File: src/rtl/mulpr_pkg.sv
package mulpr_pkg;

    parameter int unsigned OPW = 16;
    localparam int unsigned PW = 2 * OPW;
    localparam int unsigned SH_L1 = 1;
    localparam int unsigned SH_L4 = 4;
    localparam int unsigned SH_R6 = 6;

    typedef enum logic [2:0] {
        OP_NOP  = 3'd0,
        OP_LDT  = 3'd1,
        OP_MPY  = 3'd2,
        OP_MPYU = 3'd3,
        OP_SQA  = 3'd4,
        OP_SQS  = 3'd5,
        OP_LDH  = 3'd6,
        OP_RSV  = 3'd7
    } op_e;

    typedef enum logic [1:0] {
        PS_NONE = 2'b00,
        PS_L1   = 2'b01,
        PS_L4   = 2'b10,
        PS_R6   = 2'b11
    } pshift_e;

    typedef struct packed {
        logic [OPW-1:0] opa;
        logic [OPW-1:0] opb;
        logic           sgn;
        logic           load_p;
        logic           load_t;
        logic           load_h;
        logic           sq;
        logic           sq_sub;
    } mul_req_t;

    function automatic logic [PW-1:0] pscale(input logic [PW-1:0] p, input pshift_e m);
        logic [PW-1:0] r;
        case (m)
            PS_L1:   r = p << SH_L1;
            PS_L4:   r = p << SH_L4;
            PS_R6:   r = $unsigned($signed(p) >>> SH_R6);
            default: r = p;
        endcase
        return r;
    endfunction

endpackage

File: src/rtl/mulpr_opsel.sv
module mulpr_opsel
    import mulpr_pkg::*;
#(
    parameter int unsigned W = OPW
) (
    input  logic           valid,
    input  op_e            op,
    input  logic [W-1:0]   data,
    input  logic [W-1:0]   treg,
    output mul_req_t       req
);
    always_comb begin
        req = '0;
        req.opa = treg;
        req.opb = data;
        if (valid) begin
            case (op)
                OP_LDT: req.load_t = 1'b1;
                OP_MPY: begin
                    req.load_p = 1'b1;
                    req.sgn    = 1'b1;
                end
                OP_MPYU: begin
                    req.load_p = 1'b1;
                    req.sgn    = 1'b0;
                end
                OP_SQA, OP_SQS: begin
                    req.opa    = data;
                    req.load_p = 1'b1;
                    req.sgn    = 1'b1;
                    req.sq     = 1'b1;
                    req.sq_sub = (op == OP_SQS);
                end
                OP_LDH:  req.load_h = 1'b1;
                default: req = req;
            endcase
        end
    end
endmodule

File: src/rtl/mulpr_mult.sv
module mulpr_mult #(
    parameter int unsigned W = 16
) (
    input  logic [W-1:0]   a,
    input  logic [W-1:0]   b,
    input  logic           sgn,
    output logic [2*W-1:0] p
);
    localparam int unsigned XW = W + 1;
    localparam int unsigned RW = 2 * XW;

    logic signed [XW-1:0] ax;
    logic signed [XW-1:0] bx;
    logic signed [RW-1:0] full;

    always_comb begin
        ax   = $signed({sgn & a[W-1], a});
        bx   = $signed({sgn & b[W-1], b});
        full = ax * bx;
        p    = full[2*W-1:0];
    end
endmodule

File: src/rtl/mulpr_preg.sv
module mulpr_preg
    import mulpr_pkg::*;
#(
    parameter int unsigned W = OPW
) (
    input  logic           clk,
    input  logic           rst,
    input  mul_req_t       req,
    input  logic [2*W-1:0] prod,
    input  logic [W-1:0]   data,
    output logic [W-1:0]   treg,
    output logic [2*W-1:0] preg,
    output logic           acc_req,
    output logic           acc_sub
);
    localparam int unsigned P = 2 * W;

    always_ff @(posedge clk) begin
        if (rst) begin
            treg    <= '0;
            preg    <= '0;
            acc_req <= 1'b0;
            acc_sub <= 1'b0;
        end else begin
            if (req.load_t)
                treg <= data;
            if (req.load_p)
                preg <= prod;
            else if (req.load_h)
                preg[P-1:W] <= data;
            acc_req <= req.sq;
            acc_sub <= req.sq & req.sq_sub;
        end
    end

    AST_HOLD_IDLE: assert property (@(posedge clk) disable iff (rst)
        !(req.load_p || req.load_h) |=> $stable(preg));

    AST_LDH_KEEP_LO: assert property (@(posedge clk) disable iff (rst)
        req.load_h |=> preg[W-1:0] == $past(preg[W-1:0]));

    AST_LDH_SET_HI: assert property (@(posedge clk) disable iff (rst)
        req.load_h |=> preg[P-1:W] == $past(data));

    AST_SQ_NONNEG: assert property (@(posedge clk) disable iff (rst)
        req.sq |=> !preg[P-1]);

    AST_SQ_KEEP_T: assert property (@(posedge clk) disable iff (rst)
        req.sq |=> $stable(treg));

    AST_ACC_ORIGIN: assert property (@(posedge clk) disable iff (rst)
        acc_req |-> $past(req.sq));

endmodule

File: src/rtl/mulpr_pscale.sv
module mulpr_pscale
    import mulpr_pkg::*;
#(
    parameter int unsigned W = OPW
) (
    input  logic           clk,
    input  logic           rst,
    input  logic [2*W-1:0] preg,
    input  pshift_e        mode,
    output logic [2*W-1:0] scaled,
    output logic [W-1:0]   hi,
    output logic [W-1:0]   lo
);
    localparam int unsigned P = 2 * W;

    always_comb begin
        scaled = pscale(preg, mode);
        hi     = scaled[P-1:W];
        lo     = scaled[W-1:0];
    end

    AST_ZERO_IN_ZERO_OUT: assert property (@(posedge clk) disable iff (rst)
        (preg == '0) |-> (scaled == '0));

    AST_L1_LSB_CLEAR: assert property (@(posedge clk) disable iff (rst)
        (mode == PS_L1) |-> !scaled[0]);

    AST_R6_SIGN_KEEP: assert property (@(posedge clk) disable iff (rst)
        (mode == PS_R6) |-> scaled[P-1] == preg[P-1]);

endmodule

File: src/rtl/mulpr_unit.sv
module mulpr_unit
    import mulpr_pkg::*;
#(
    parameter int unsigned W = OPW
) (
    input  logic           clk,
    input  logic           rst,
    input  logic           cmd_valid,
    input  logic [2:0]     cmd_op,
    input  logic [W-1:0]   cmd_data,
    input  logic [1:0]     pshift_mode,
    output logic [W-1:0]   prod_hi,
    output logic [W-1:0]   prod_lo,
    output logic [2*W-1:0] alu_prod,
    output logic           acc_req,
    output logic           acc_sub
);
    localparam int unsigned P = 2 * W;

    mul_req_t       req;
    logic [W-1:0]   treg;
    logic [P-1:0]   preg;
    logic [P-1:0]   prod;

    mulpr_opsel #(.W(W)) u_opsel (
        .valid (cmd_valid),
        .op    (op_e'(cmd_op)),
        .data  (cmd_data),
        .treg  (treg),
        .req   (req)
    );

    mulpr_mult #(.W(W)) u_mult (
        .a   (req.opa),
        .b   (req.opb),
        .sgn (req.sgn),
        .p   (prod)
    );

    mulpr_preg #(.W(W)) u_preg (
        .clk     (clk),
        .rst     (rst),
        .req     (req),
        .prod    (prod),
        .data    (cmd_data),
        .treg    (treg),
        .preg    (preg),
        .acc_req (acc_req),
        .acc_sub (acc_sub)
    );

    mulpr_pscale #(.W(W)) u_pscale (
        .clk    (clk),
        .rst    (rst),
        .preg   (preg),
        .mode   (pshift_e'(pshift_mode)),
        .scaled (alu_prod),
        .hi     (prod_hi),
        .lo     (prod_lo)
    );

    AST_ZERO_MULT_CLEARS: assert property (@(posedge clk) disable iff (rst)
        (cmd_valid && (cmd_op == 3'd2 || cmd_op == 3'd3) && cmd_data == '0)
        |=> (preg == '0));

    AST_ACC_SUB_QUAL: assert property (@(posedge clk) disable iff (rst)
        acc_sub |-> acc_req);

endmodule

File: config.mk
export PLATFORM = sky130hd
export DESIGN_NAME = mulpr_unit
export DESIGN_NICKNAME = d
export VERILOG_FILES = /design/src/rtl/mulpr_pkg.sv /design/src/rtl/mulpr_opsel.sv /design/src/rtl/mulpr_mult.sv /design/src/rtl/mulpr_preg.sv /design/src/rtl/mulpr_pscale.sv /design/src/rtl/mulpr_unit.sv
export SDC_FILE = /design/constraint.sdc
export NUM_CORES = 1
export LEC_CHECK = 0
export BUFFER_PORTS_ARGS = -buffer_cell sky130_fd_sc_hd__buf_2
export CAP_MARGIN = 20
export CORE_MARGIN = 2
export CORE_UTILIZATION = 58
export DETAILED_ROUTE_END_ITERATION = 8
export PLACE_DENSITY = 0.77
export SLEW_MARGIN = 15
export SYNTH_ARGS = -nofsm -noshare
export SYNTH_HDL_FRONTEND = slang
export SYNTH_SLANG_ARGS = --single-unit
File: constraint.sdc
create_clock -name clk -period 7.22 [get_ports clk]
set_input_delay 0.722 -clock clk [delete_from_list [all_inputs] [get_ports clk]]
set_output_delay 0.722 -clock clk [all_outputs]
set_load 0.05 [all_outputs]
==> reports/qor.yml <==
outcome:
  status: "complete, no violations"
synthesis:
  yosys_register_bits: 50
  synthCells: 1527
  ys_warn_count: 0
  synth.distinct_cells: 68
  syn-mean-instance-area_um2: 8.96
  yosys.area_share.simple: 0.173
  synth_xor_area_frac: 0.0192
  ys_dominant_reg_cell: "dfxtp_1"
  synthAdderAreaFrac: 0.488
  synth_compound_area_frac: 0.0718
  synth-seq-area-share: 0.0732
  async_flop_share: 0
  synth_nets: 1915
  netlist_area_mm2: 0.0137
  synth-edff-count: 0
  yosys-mux-area-fraction: 0.0513
  synth_top_family_by_area: "adder cells"
worst_hold_path:
  hp-class: "flop to flop"
route:
  vias: 10800
  dr.pass1.iters: 5
  wl_per_cell_um: 18.5
  drtIter0Drc: 880
  wl_um: 35700
  antenna_left: 0
  drc: 0
  via_per_inst: 5.60
global_route:
  antenna_found_initial: 1
  grt_pass1_wl_um: 58800
  grt_pass1_vias: 11800
  grt-ovfl-total: 0
  grt_max_degree: 50
  grt_util_all_layers: 0.308
final_layout:
  fin_util: 0.642
  nNetsFinal: 2001
  drive_above_1_share: 0.160
  synthToLayoutAreaGrowth_pct: 9.56
  antenna_cells: 0
pwr:
  leakagePower_nw: 7.62
  power_density_mw_per_mm2: 126
  ir_drop_mv: 0.116
die:
  die_h_um: 158
  pin_count: 90
  initial_core_util: 0.586
  fp.dieArea_mm2: 0.0248
  core-area_mm2: 0.0233
  die_w_um: 158
  rows: 56
worst_setup_path:
  worstSetupEndpointType: "flop"
  start_kind: "input pin"
  crit_slowest_cell: "fa_1"
  worst_ep_required_time_ns: 7.42
  path_buf_inv: 8
  worstPathMaxFanout: 23
  critPathArrivalTime_ns: 7.18
  r2r_slack_ns: 0.90
  criticalPathCategory: "input pin to flop"
  crit_top_cell: "fa_1"
  crit_family: "adder cells"
  max_stage_delay_ns: 0.50
timing:
  clock_skew_ns: 0.0101
  fin_crit_sh: 0.967
  relSlewSlack: 0.276
  fmax_mhz: 143
  rsz0062_at_grt: "true"
  slew_violations: 0
  worstMarginPinSlew_ns: 1.09
  fin_ws_ns: 0.239
  hold_viol_final: 0
  setup_viol: 0
  fin_crit_ns: 6.98
flow_run:
  max_cap_violations: 0
placed_design:
  gp_congestion: 0.934
  io_buffers: 89
  dpl.hpwl_um: 29000
  post-place-ws_ns: -0.158
cts:
  clock_latency_ns: 0.30
  clkSlewWorstSetupHoldPaths_ns: 0.07
  cts-root-buf: "clkbuf_16"
  cts_max_path_buffers: 2
  tritoncts: "done"
  cts.sinks: 50
  cts_buffers: 5
  htreeDepth: 2
[path summary, 6_finish.rpt]
check / startpoint / to / cells past startpoint
worst max-delay path: cmd_op[1] / u_preg.preg[30]$_SDFFE_PP0P_ / 25
worst min-delay path: u_preg.treg[8]$_SDFFE_PP0P_ / u_preg.treg[8]$_SDFFE_PP0P_ / 2
worst max register to register: u_preg.treg[15]$_SDFFE_PP0P_ / u_preg.preg[31]$_SDFFE_PP0P_ / 25
worst min register to register: u_preg.treg[8]$_SDFFE_PP0P_ / u_preg.treg[8]$_SDFFE_PP0P_ / 2
[routing by layer]
layer / up-vias / global-route usage / share of wire
li1: 4805 / - / -
met5: - / 0 / 0.00031
met3: 127 / 0.0325 / 0.056
met1: 5484 / 0.386 / 0.39
met2: 398 / 0.542 / 0.51
met4: 2 / 0.138 / 0.049
[synthesized netlist by cell type, types with 4 or more instances]
cell type / n / area share
nand3b_1: 4 / 0.0022
nor3_1: 9 / 0.0033
a31oi_1: 5 / 0.0023
buf_1: 5 / 0.0014
nor2b_1: 22 / 0.010
ha_1: 82 / 0.075
dfxtp_1: 50 / 0.073
a211oi_1: 7 / 0.0038
clkbuf_8: 4 / 0.0040
xor2_1: 8 / 0.0051
a311oi_1: 7 / 0.0045
mux4_2: 27 / 0.044
nor2_1: 37 / 0.010
nand2_1: 264 / 0.072
a22o_1: 4 / 0.0026
nand3_1: 8 / 0.0029
buf_4: 32 / 0.018
and2_1: 115 / 0.053
and3_1: 8 / 0.0037
mux2i_1: 6 / 0.0044
inv_1: 287 / 0.079
a21oi_1: 53 / 0.019
clkbuf_1: 70 / 0.019
o21ai_1: 4 / 0.0015
o21ai_0: 21 / 0.0077
a21o_2: 4 / 0.0026
xnor2_1: 22 / 0.014
o21a_1: 13 / 0.0071
fa_1: 282 / 0.41
a21o_1: 7 / 0.0038
nand2b_1: 10 / 0.0046
[final cells by class]
cell class,instances,area [um^2]
Clock inverter,3,25.0
Inverter,288,1080
Timing Repair Buffer,193,1330
Fill cell,1937,8350
Clock buffer,5,125
Multi-Input combinational cell,1075,11000
Tap cell,319,399
Sequential cell,50,1000
[registers in the layout, summed over array words and instances (netlist names)]
name	flops
u_preg.preg	32
u_preg.treg	16
u_preg.acc_sub	1
u_preg.acc_req	1
[where the power goes]
part / internal [mW] / switching (mW)
sequential: 0.299 / 0.0334
clock: 0.131 / 0.117
combinational: 0.524 / 0.782
[stage by stage]
stage / hold slack, ns / cell area [um^2] / cells / setup TNS [ns] / power [mW]
3_3_place_gp: 0.461 / 14800 / 1923 / -0.0432 / 1.59
5_1_grt: 0.492 / 15000 / 1933 / -0.0664 / 2.04
3_5_place_dp: 0.463 / 14800 / 1923 / -0.919 / 1.62
2_1_floorplan: 0.446 / 13700 / 1527 / 0 / 1.25
6_report: 0.475 / 15000 / 1933 / 0 / 1.89
4_1_cts: 0.472 / 14900 / 1931 / 0 / 1.87
[tightest hold or removal path, delay by kind of cell (launching register included)]
kind,cells,cell delay (ns)
AOI/OAI and AO/OA,1,0.05
DFF,1,0.32
and+or+nand+nor,1,0.05
[cells in the final DEF (no fill, tap or decap), drive strengths merged, types with 5 or more instances in the layout]
cell,count
fa,282
buf,193
ha,82
o21a,14
and2,115
mux4,27
nor2,37
xor2,8
inv,289
mux2i,6
clkbuf,5
nor2b,22
nand3,8
a31oi,5
xnor2,22
dfxtp,50
a311oi,7
nand2b,10
and3,9
o21ai,26
nor3,10
a211oi,7
a21o,11
a21oi,54
nand2,264
[timing repair]
| action | CTS | global route |
|---|---|---|
| hold buffers | 0 | 0 |
| gates resized for setup | 0 | 12 |
| buffers inserted | 0 | 2 |
| setup endpoints to repair | 0 | 12 |
[logic make-up (layout without fill, tap and decap cells)]
logic type	Yosys count	in the layout
and+or+nand+nor	496	496
buffers and inverters	402	489
adders and majority gates	364	364
AOI/OAI and AO/OA	149	149
DFF	50	50
muxes	36	36
xor gates and xnor gates	30	30
No activity file was read; power rests on OpenSTA's default activity.
